## config.mk

```make
export PLATFORM = sky130hd
export DESIGN_NAME = rd_zone_steer
export DESIGN_NICKNAME = d
export VERILOG_FILES = /design/src/rtl/rd_zone_pkg.sv /design/src/rtl/rd_cmd_reg.sv /design/src/rtl/rd_seq.sv /design/src/rtl/rd_lane_mux.sv /design/src/rtl/rd_zone_steer.sv
export SDC_FILE = /design/constraint.sdc
export NUM_CORES = 1
export LEC_CHECK = 0
export ABC_AREA = 1
export BUFFER_PORTS_ARGS = -buffer_cell sky130_fd_sc_hd__buf_4
export CORE_UTILIZATION = 48
export CTS_CLUSTER_SIZE = 16
export DETAILED_ROUTE_END_ITERATION = 10
export PLACE_DENSITY = 0.78
export SYNTH_ARGS = -nofsm -noshare
export SYNTH_HDL_FRONTEND = slang
export SYNTH_SLANG_ARGS = --single-unit
export TNS_END_PERCENT = 30
```

## constraint.sdc

```tcl
create_clock -name clk -period 1.6 [get_ports clk]
set_clock_uncertainty 0.2 [all_clocks]
set_input_delay 0.16 -clock clk [delete_from_list [all_inputs] [get_ports clk]]
set_output_delay 0.16 -clock clk [all_outputs]
set_load 0.01 [all_outputs]
```

## src/rtl/rd_zone_pkg.sv

```systemverilog
package rd_zone_pkg;
  typedef enum logic [1:0] {
    ST_IDLE  = 2'd0,
    ST_WAIT  = 2'd1,
    ST_DRIVE = 2'd2,
    ST_DONE  = 2'd3
  } rd_state_e;

  typedef struct packed {
    logic byte_req;
    logic addr_lo;
  } rd_cmd_t;
endpackage

```

## src/rtl/rd_cmd_reg.sv

```systemverilog
module rd_cmd_reg
  import rd_zone_pkg::*;
(
  input  logic    clk,
  input  logic    rst_n,
  input  logic    load,
  input  logic    byte_n,
  input  logic    addr0,
  output rd_cmd_t cmd
);
  rd_cmd_t cmd_d, cmd_q;

  always_comb begin
    cmd_d = cmd_q;
    if (load) begin
      cmd_d.byte_req = ~byte_n;
      cmd_d.addr_lo  = addr0;
    end
  end

  always_ff @(posedge clk or negedge rst_n) begin
    if (!rst_n) cmd_q <= '0;
    else        cmd_q <= cmd_d;
  end

  assign cmd = cmd_q;
endmodule

```

## src/rtl/rd_seq.sv

```systemverilog
module rd_seq
  import rd_zone_pkg::*;
(
  input  logic clk,
  input  logic rst_n,
  input  logic stb_n,
  input  logic mem_valid,
  output logic load_cmd,
  output logic cap_data,
  output logic drive,
  output logic done_n
);
  rd_state_e state_q, state_d;
  logic      stb_prev_q;

  assign load_cmd = (state_q == ST_IDLE) && stb_prev_q && !stb_n;
  assign cap_data = (state_q == ST_WAIT) && !stb_n && mem_valid;

  always_comb begin
    state_d = state_q;
    if (stb_n) begin
      state_d = ST_IDLE;
    end else begin
      unique case (state_q)
        ST_IDLE:  if (load_cmd) state_d = ST_WAIT;
        ST_WAIT:  if (cap_data) state_d = ST_DRIVE;
        ST_DRIVE: state_d = ST_DONE;
        ST_DONE:  state_d = ST_DONE;
        default:  state_d = ST_IDLE;
      endcase
    end
  end

  always_ff @(posedge clk or negedge rst_n) begin
    if (!rst_n) begin
      state_q    <= ST_IDLE;
      stb_prev_q <= 1'b1;
    end else begin
      state_q    <= state_d;
      stb_prev_q <= stb_n;
    end
  end

  assign drive  = (state_q == ST_DRIVE) || (state_q == ST_DONE);
  assign done_n = (state_q != ST_DONE);
endmodule

```

## src/rtl/rd_lane_mux.sv

```systemverilog
module rd_lane_mux
  import rd_zone_pkg::*;
#(
  parameter int DATA_W = 16
) (
  input  logic              clk,
  input  logic              rst_n,
  input  logic              cap_data,
  input  logic [DATA_W-1:0] mem_word,
  input  logic              drive,
  input  rd_cmd_t           cmd,
  output logic              lo_en,
  output logic              hi_en,
  output logic [DATA_W-1:0] bus_data_n
);
  localparam int ZONE_W = DATA_W / 2;

  logic [DATA_W-1:0] word_d, word_q;
  logic              shift_down;

  always_comb begin
    word_d = word_q;
    if (cap_data) word_d = mem_word;
  end

  always_ff @(posedge clk or negedge rst_n) begin
    if (!rst_n) word_q <= '0;
    else        word_q <= word_d;
  end

  assign lo_en      = drive && (!cmd.byte_req || cmd.addr_lo);
  assign hi_en      = drive && (!cmd.byte_req || !cmd.addr_lo);
  assign shift_down = hi_en && cmd.byte_req;

  for (genvar i = 0; i < ZONE_W; i++) begin : g_lane
    logic lo_bit, hi_bit;
    always_comb begin
      lo_bit = 1'b0;
      if (lo_en)           lo_bit = word_q[i];
      else if (shift_down) lo_bit = word_q[ZONE_W+i];
      hi_bit = (hi_en && !cmd.byte_req) ? word_q[ZONE_W+i] : 1'b0;
    end
    assign bus_data_n[i]        = ~lo_bit;
    assign bus_data_n[ZONE_W+i] = ~hi_bit;
  end
endmodule

```

## src/rtl/rd_zone_steer.sv

```systemverilog
module rd_zone_steer
  import rd_zone_pkg::*;
#(
  parameter int DATA_W = 16
) (
  input  logic              clk,
  input  logic              rst_n,
  input  logic              stb_n,
  input  logic              byte_n,
  input  logic              addr0,
  input  logic              mem_valid,
  input  logic [DATA_W-1:0] mem_word,
  output logic              zone1_en,
  output logic              zone2_en,
  output logic              done_n,
  output logic [DATA_W-1:0] bus_data_n
);
  logic    load_cmd, cap_data, drive;
  rd_cmd_t cmd;

  rd_seq u_seq (
    .clk(clk), .rst_n(rst_n), .stb_n(stb_n), .mem_valid(mem_valid),
    .load_cmd(load_cmd), .cap_data(cap_data), .drive(drive), .done_n(done_n)
  );

  rd_cmd_reg u_cmd (
    .clk(clk), .rst_n(rst_n), .load(load_cmd),
    .byte_n(byte_n), .addr0(addr0), .cmd(cmd)
  );

  rd_lane_mux #(.DATA_W(DATA_W)) u_mux (
    .clk(clk), .rst_n(rst_n), .cap_data(cap_data), .mem_word(mem_word),
    .drive(drive), .cmd(cmd), .lo_en(zone1_en), .hi_en(zone2_en),
    .bus_data_n(bus_data_n)
  );
endmodule

```

==> Yosys cells after proc, flatten, opt, wreduce, memory -nomap -nowiden <==
Index checks and enable logic that the tools add are counted.
{ "totals": {"reg_bits": 21, "input_bits": 22, "output_inout_bits": 19, "wordCells": 73} }
{ "classes": {"n_eq_ne": 6, "muxes": 28, "bitwise": 17, "reduce_logical": 17} }
{ "op_table": {"columns": ["operator", "n"], "rows": [
  ["$mux 1", 24],
  ["$not 1->1", 17],
  ["$logic_and 1x1->1", 8],
  ["$mux 2", 3],
  ["$ne 3x3->1 const B", 2],
  ["$pmux 2 s3", 1],
  ["$eq 2x2->1 const B", 2],
  ["$logic_not 1->1", 3],
  ["$logic_or 1x1->1", 3],
  ["$eq 2x1->1 const B", 1],
  ["$logic_not 2->1", 1],
  ["$ne 2x2->1 const B", 1],
  ["$reduce_and 2->1", 1],
  ["$reduce_or 2->1", 1]
]} }

==> Longest topological paths before layout <==
Gate-level depths: netlist of the first run.
{ "logic_depth": {"depth_word": 7, "depth_mapped": 5, "depth_no_buf": 5} }

==> Modules after synthesis <==
Synthesis of the first run repeated with hierarchy kept, for this count alone.
{ "unflattened": {"hier_cells": 148, "hier_area_um2": 1101.1} }
{ "modules_own_cells": {"columns": ["mod", "instances", "cells_per_inst", "area_each_um2", "seq_area_each_um2"], "rows": [
  ["rd_lane_mux", 1, 116, 865.8, 400.4],
  ["rd_seq", 1, 22, 155.1, 76.3],
  ["rd_cmd_reg", 1, 10, 80.1, 50.0]
]} }

==> Worst setup path before layout of the first run <==
No wires, ideal clock.
{ "synth_path": {"kind": "reg-to-reg", "start": "register u_seq.state_q[1]", "end": "register u_mux.word_q[10]", "setup_ns": 0.117, "arrival_time_ns": 0.966, "required_time_ns": 1.283, "slack_ns": 0.317, "path_stages_with_launch": 6, "path_buffers": 1, "period_less_slack_ns": 1.283, "cell_sequence": "dfrtp_1 -> inv_2 -> nand4_2 -> buf_4 -> nand2_1 -> nand2_1"} }
{ "synth_between": {"elab_chain_len": 3} }
{ "synth_lines": {"columns": ["element", "line", "text"], "rows": [
  ["from (decl)", "rd_seq.sv:13", "rd_state_e state_q, state_d;"],
  ["from (signal assigned)", "rd_seq.sv:39", "state_q <= state_d;"],
  ["$eq 2x1->1", "rd_seq.sv:17", "assign cap_data = (state_q == ST_WAIT) && !stb_n && mem_valid;"],
  ["$logic_and 1x1->1 (2 in series)", "rd_seq.sv:17", null],
  ["to (signal assigned)", "rd_lane_mux.sv:28", "else word_q <= word_d;"],
  ["to (decl)", "rd_lane_mux.sv:18", "logic [DATA_W-1:0] word_d, word_q;"]
]} }
Every way passes these cells.
A chain may end at the register's enable or synchronous reset.

==> Worst setup path after layout of the first run <==
{ "layout_path": {"start": "register u_cmd.cmd_q (netlist bit u_cmd.cmd[1])", "end": "output bus_data_n[13]"} }
{ "layout_between": {"elab_chain_len": 6} }
{ "layout_lines": {"columns": ["element", "line", "text"], "rows": [
  ["from (decl)", "rd_cmd_reg.sv:11", "rd_cmd_t cmd_d, cmd_q;"],
  ["from (signal assigned)", "rd_cmd_reg.sv:23", "else cmd_q <= cmd_d;"],
  ["$logic_not 1->1 (*)", "rd_lane_mux.sv:32, rd_lane_mux.sv:41", null],
  ["$logic_or 1x1->1", "rd_lane_mux.sv:32", "assign hi_en = drive && (!cmd.byte_req || !cmd.addr_lo);"],
  ["$logic_and 1x1->1", "rd_lane_mux.sv:32", null],
  ["$logic_and 1x1->1 (*)", "rd_lane_mux.sv:41", "hi_bit = (hi_en && !cmd.byte_req) ? word_q[ZONE_W+i] : 1'b0;"],
  ["$mux 1 (*)", "rd_lane_mux.sv:41", null],
  ["$not 1->1 (*)", "rd_lane_mux.sv:44", "assign bus_data_n[ZONE_W+i] = ~hi_bit;"],
  ["to (decl)", "rd_zone_steer.sv:16", "output logic [DATA_W-1:0] bus_data_n"]
]} }
Mark *: on every way between the ends. The rest lies on a longest branch, timed or not.

==> results of run 1 <==
## logic make-up after synthesis
kind of cell / after synthesis
AO/OA/AOI/OAI: 10
buffers and inverters: 29
AND/OR/NAND/NOR: 88
flip-flops: 21
## sequential cells by signal, summed over array words and instances, names as in the netlist
signal,count
u_mux.word_q,16
u_seq.stb_prev_q,1
u_cmd.cmd,2
u_seq.state_q,2
## worst reg2reg max path, stage by stage (launching register included)
cell and delay [ns]:
dfrtp_2 0.47, inv_2 0.12, nand4_2 0.34, nand2_1 0.20, nand2_1 0.09
## cell usage in the layout (no fill, tap or decap)
cell and n:
nand3b_1 2, nand2_2 6, o21ai_2 7, dfstp_2 1, nor2_4 1, buf_6 17, nand2_1 44, clkbuf_4 3
nand3_4 1, nand4_2 1, nor2_1 5, inv_2 4, nand3_1 9, dlygate4sd3_1 20, o21ai_1 1, inv_1 18
nor3_4 1, buf_4 34, nand4_1 18, o21ai_0 1, clkinv_2 1, dfrtp_2 2, a21oi_1 1, dfrtp_1 18
## layer usage
layer	track usage, %	vias up	routed length, um
li1	-	618	-
met1	32.04	603	1338
met2	49.11	63	1717
met3	4.242	6	196
met4	7.870	0	31
met5	0	-	0
## worst paths after layout
path	start	to	slack, ns	cells past startpoint
hold / removal	mem_valid	u_seq.state_q[1]	0.02	3
hold reg to reg	u_mux.word_q[1]	u_mux.word_q[1]	0.30	2
min in group asynchronous	rst_n	u_mux.word_q[15]	0.05	2
setup reg to reg	u_seq.state_q[1]	u_mux.word_q[4]	0.07	4
max in group asynchronous	rst_n	u_seq.stb_prev_q	0.88	2
setup / recovery	u_cmd.cmd[1]	bus_data_n[13]	-0.17	6
## timing repair
action                                  4_1_cts  5_1_grt
buffers inserted                              4        1
hold buffers                                 20        0
pin swaps                                     2        2
endpoints found under the hold margin        41        0
endpoints found under the setup margin       16       28
resized for setup                            18       26
## power by group through the flow
stage,logic (mW),registers [mW],clock network (mW)
final,0.818,0.864,0.262
after global routing,0.898,0.879,0.293
after CTS,0.711,0.850,0.262
after detailed placement,0.605,0.852,0
after global placement,0.584,0.837,0
after floorplan,0.366,0.816,0
## final cells by class
type	instances	share of cell area, %
inverters	22	4.466
clock buffers	3	1.218
multi-input cells	98	28.55
repair buffers	71	34.98
well taps	28	1.894
clock inverters	1	0.2706
flip-flops and latches	21	28.62
==> results_dict.tcl, run 1 <==
set metrics [dict create \
    clkLatencyLatePin_ns 0.31 \
    placed_cell_area_mm2 0.001464 \
    synth_edf_count 0 \
    num_vias 1290 \
    leakagePower_nw 0.9216 \
    crit_chain "nand2_2 -> inv_2 -> nor3_4 -> buf_6 -> nand2_1 -> buf_6" \
    yosys.area.top_type_share_pct 44.59 \
    core_mm2 0.002212 \
    synth_async_sr_flop_share_pct 100.0 \
    setup_viol 16 \
    synthMuxAreaShare_pct 0 \
    hold_slack_ns 0.01797 \
    antennaDiodeCount 0 \
    grt-ovfl-total 0 \
    p_sw_mw 0.7542 \
    cts_sinks 21 \
    tightest_slew_ns 0.4229 \
    finalCritPeriodShare_pct 110.7 \
    die_area_mm2 0.002536 \
    critPathKind "flop to primary output" \
    total_power_mw 1.944 \
    slowest_stage "dfrtp_2" \
    seq_area_um2 529.3 \
    synth_area_mm2 0.001122 \
    port_buffers 40 \
    endpoint_kind "primary output" \
    synth.largest_area_cell "dfrtp_1" \
    clock_power_share_pct 13.5 \
    critical-path-top-delay-family "flip-flops" \
    hold_viol_final 0 \
    maxSlewViolCount 0 \
    fin_tns_setup_ns -2.351 \
    critPathBufInv 3 \
    wirelength_um 3283 \
    dp_hpwl_um 1950 \
    netSwitchingFraction_pct 38.80 \
    grt_max_degree 22 \
    cts_buffers 3 \
    firstDrtPassIters 4 \
    required_ns 1.24 \
    finish.instance_area_mm2 0.001849 \
    slew_headroom_pct 71.74 \
    max-cap-violations 0 \
    grt_first_pass_wirelength_um 5175 \
    row_count 17 \
    status "finished, violations left" \
    antenna_found_initial 0 \
    setup_ws_ns -0.1719 \
    htreeDepth 1 \
    clkTransAtPathRegs_ns 0.12 \
    yosys_warnings 0 \
    cp_max_fo 5 \
    nFillCells 137 \
    synth_most_common_cell "nand2_1" \
    cts_tree "built" \
    power-per-cell-area_mw_per_mm2 1051 \
    yosys.area_share.simple_pct 37.79 \
    synth_fa_ha_area_share_pct 0 \
    syn_inst 148 \
    multi_input_area_um2 528.0 \
    clockRootBuffer "clkbuf_4" \
    area_growth_pct 64.77 \
    cts_buffer_depth 2 \
    synth_top_family_by_area "simple AND/OR/NAND/NOR gates" \
    synthDistinctLibCells 17 \
    synthTopCellsByArea "dfrtp_1, nand2_1, nand4_1, inv_1, nand3_1" \
    fin_cells 244 \
    power_frac_comb_pct 42.1 \
    synth_compound_gate_area_share_pct 4.459 \
    routed_via_density 5.287 \
    ys_seq_elements 21 \
    p_int_mw 1.190 \
    ys.flop_type "dfrtp_1" \
    drive_gt1_share_pct 36.57 \
    fin_nets 239 \
    cpPeakStageDelay_ns 0.48 \
    cp_common_cell "buf_6" \
    grt_pass1_vias 1236 \
    drt_iter0_drc 42 \
    gp_congestion 0.7918 \
    grt.total_usage_pct 26.85 \
    yosysSeqAreaShare_pct 46.93 \
    io_pins 41 \
    drc 0 \
    die_h_um 50.36 \
    rsz0062_at_grt "yes" \
    synth_xor_area_share_pct 0 \
    dieWidth_um 50.36 \
    syn_nets 170 \
    max-vdd-ir-drop_uv 900.3 \
    synth.avg_cell_area_um2 7.583 \
    pre_cts_ws_ns 0.04746 \
    start_util_pct 50.74 \
    min_period_ns 1.772 \
    placed_cells_incl_taps 215 \
    cp.arrival_ns 1.41 \
    hold_path.class "input pin to flop" \
    critPathLaunchType "flop" \
    yosys-top-cells-count "nand2_1, dfrtp_1, inv_1" \
    violations "negative setup slack" \
    power_frac_seq_pct 44.4 \
    wire_per_inst_um 13.45 \
    ant_nets 0 \
    final_core_util_pct 83.60 \
    max_clock_freq_ghz 0.5644 \
]
No activity file was read; power rests on OpenSTA's default activity.
==> inputs of run 2 (changes only) <==
Settings changed: CORE_UTILIZATION 48 to 50, CTS_BUF_LIST from default to sky130_fd_sc_hd__clkbuf_4, GPL_ROUTABILITY_DRIVEN from default to 0, PLACE_DENSITY 0.78 to 0.81.
==> run 2 against run 1 <==
  * The flow still finishes with violations (negative setup slack)
  * Sequential cell count is the same
  * Combinational power grew 8.1%
  * Setup slack lost 0.014 ns
  * Sequential share of layout area is essentially flat
  * Count of clock-buffer cells in the layout is the same
  * Register-to-register slack lost 0.02 ns
  * Via count grew 7.6%
  * Cell count is the same
==> results_dict.tcl, run 2 (same netlist as run 1, synthesis figures left out) <==
set metrics [dict create \
    fin_nets 240 \
    firstDrtPassIters 5 \
    die_h_um 49.38 \
    power-per-cell-area_mw_per_mm2 1102 \
    port_buffers 40 \
    wirelength_um 4020 \
    critPathLaunchType "flop" \
    start_util_pct 54.96 \
    min_period_ns 1.785 \
    slew_headroom_pct 80.21 \
    cp_max_fo 8 \
    r2r_start "u_seq.state_q[1]" \
    io_pins 41 \
    setup_ws_ns -0.1854 \
    fin_cells 244 \
    cts_buffer_depth 2 \
    finalCritPeriodShare_pct 111.6 \
    rsz0062_at_grt "yes" \
    max-vdd-ir-drop_uv 811.3 \
    clkLatencyLatePin_ns 0.31 \
    tightest_slew_ns 0.2957 \
    hold_path.class "input pin to flop" \
    maxSlewViolCount 0 \
    row_count 16 \
    p_int_mw 1.197 \
    status "finished, violations left" \
    core_mm2 0.002042 \
    clkTransAtPathRegs_ns 0.13 \
    cts_sinks 21 \
    critPathKind "flop to primary output" \
    leakagePower_nw 0.9039 \
    seq_area_um2 530.5 \
    power_frac_comb_pct 43.4 \
    cp.arrival_ns 1.43 \
    dp_hpwl_um 2033 \
    clock_power_share_pct 13.2 \
    fin_tns_setup_ns -2.499 \
    die_area_mm2 0.002438 \
    r2r-end "u_cmd.cmd[1]" \
    nFillCells 88 \
    antenna_found_initial 0 \
    min_from "mem_valid" \
    hold_viol_final 0 \
    required_ns 1.24 \
    grt_pass1_vias 1252 \
    multi_input_area_um2 538.0 \
    violations "negative setup slack" \
    r2r_cells 5 \
    pre_cts_ws_ns 0.08170 \
    netSwitchingFraction_pct 41.32 \
    grt-ovfl-total 0 \
    cts_tree "built" \
    grt.total_usage_pct 29.89 \
    setup_viol 17 \
    total_power_mw 2.040 \
    dieWidth_um 49.38 \
    cts_buffers 3 \
    wire_per_inst_um 16.48 \
    ant_nets 0 \
    clockRootBuffer "clkbuf_4" \
    final_cell_mix "nand2_1, buf_4, dlygate4sd3_1" \
    grt_first_pass_wirelength_um 5520 \
    antennaDiodeCount 0 \
    grt_max_degree 22 \
    largest_reg_flops 16 \
    drc 0 \
    max_clock_freq_ghz 0.5601 \
    drive_gt1_share_pct 35.48 \
    area_growth_pct 64.88 \
    endpoint_kind "primary output" \
    drt_iter0_drc 78 \
    placed_cells_incl_taps 214 \
    power_frac_seq_pct 43.4 \
    hold_depth 3 \
    max-cap-violations 0 \
    htreeDepth 1 \
    mostFrequentLayoutCell "nand2_1" \
    ff2ff_setup_slack_ns 0.05 \
    placed_cell_area_mm2 0.001463 \
    finish.instance_area_mm2 0.001851 \
    routed_via_density 5.689 \
    largest-register "u_mux.word_q" \
    hold_end "u_mux.word_q[9]" \
    p_sw_mw 0.8428 \
    num_vias 1388 \
]
==> run 2: power by group through the flow <==
stage / Combinational, mW / Clock (mW) / Sequential [mW]
after detailed placement: 0.604 / 0 / 0.854
after global routing: 0.962 / 0.286 / 0.895
after floorplan: 0.366 / 0 / 0.816
final: 0.884 / 0.270 / 0.886
after CTS: 0.760 / 0.263 / 0.854
after global placement: 0.575 / 0 / 0.843
==> run 2: what timing repair did <==
| action | 4_1_cts | 5_1_grt |
|---|---|---|
| setup buffers | 5 | 1 |
| pin swaps | 3 | 1 |
| gates resized for setup | 27 | 13 |
| endpoints found under the setup margin | 16 | 32 |
| endpoints found under the hold margin | 41 | 0 |
| hold buffers | 20 | 0 |
==> run 2: worst max path at each step <==
stage / startpoint / to / slack, ns / cells past startpoint
6_report: u_cmd.cmd[1] / bus_data_n[1] / -0.19 / 6
5_1_grt: u_cmd.cmd[0] / bus_data_n[2] / -0.24 / 5
4_1_cts: u_cmd.cmd[1] / bus_data_n[14] / -0.17 / 6
3_5_place_dp: u_cmd.cmd[1] / bus_data_n[2] / 0.08 / 4
3_3_place_gp: u_cmd.cmd[1] / bus_data_n[10] / 0.15 / 5
2_1_floorplan: u_seq.state_q[1] / bus_data_n[10] / 0.32 / 3
==> run 2: routing by layer <==
metal	global-route usage (%)	wire length, um	up-vias
met4	13.33	182	0
met3	5.919	334	23
met1	32.93	1449	629
met2	54.79	2052	114
met5	0	0	-
li1	-	-	622
==> run 2: area by class of cell <==
cell class	count	share of cell area (%)
flip-flops and latches	21	28.67
clock buffers	3	1.217
multi-input cells	98	29.07
repair buffers	72	34.35
clock inverters	1	0.2705
inverters	22	4.598
well taps	27	1.826
==> run 2: worst max-delay path: stages, from the launching register on <==
cell and delay [ns]:
dfrtp_2 0.48, buf_6 0.15, nand2_8 0.07, nand3_1 0.12, o21ai_2 0.10, inv_1 0.06
buf_4 0.14
==> run 2: through the flow <==
step,hold slack (ns),util (%)
global placement,-0.1447,71.63
finish,0.01086,90.63
floorplan,-0.3356,-
detailed placement,-0.1410,71.63
global route,0.007342,90.63
CTS,0.006260,88.54
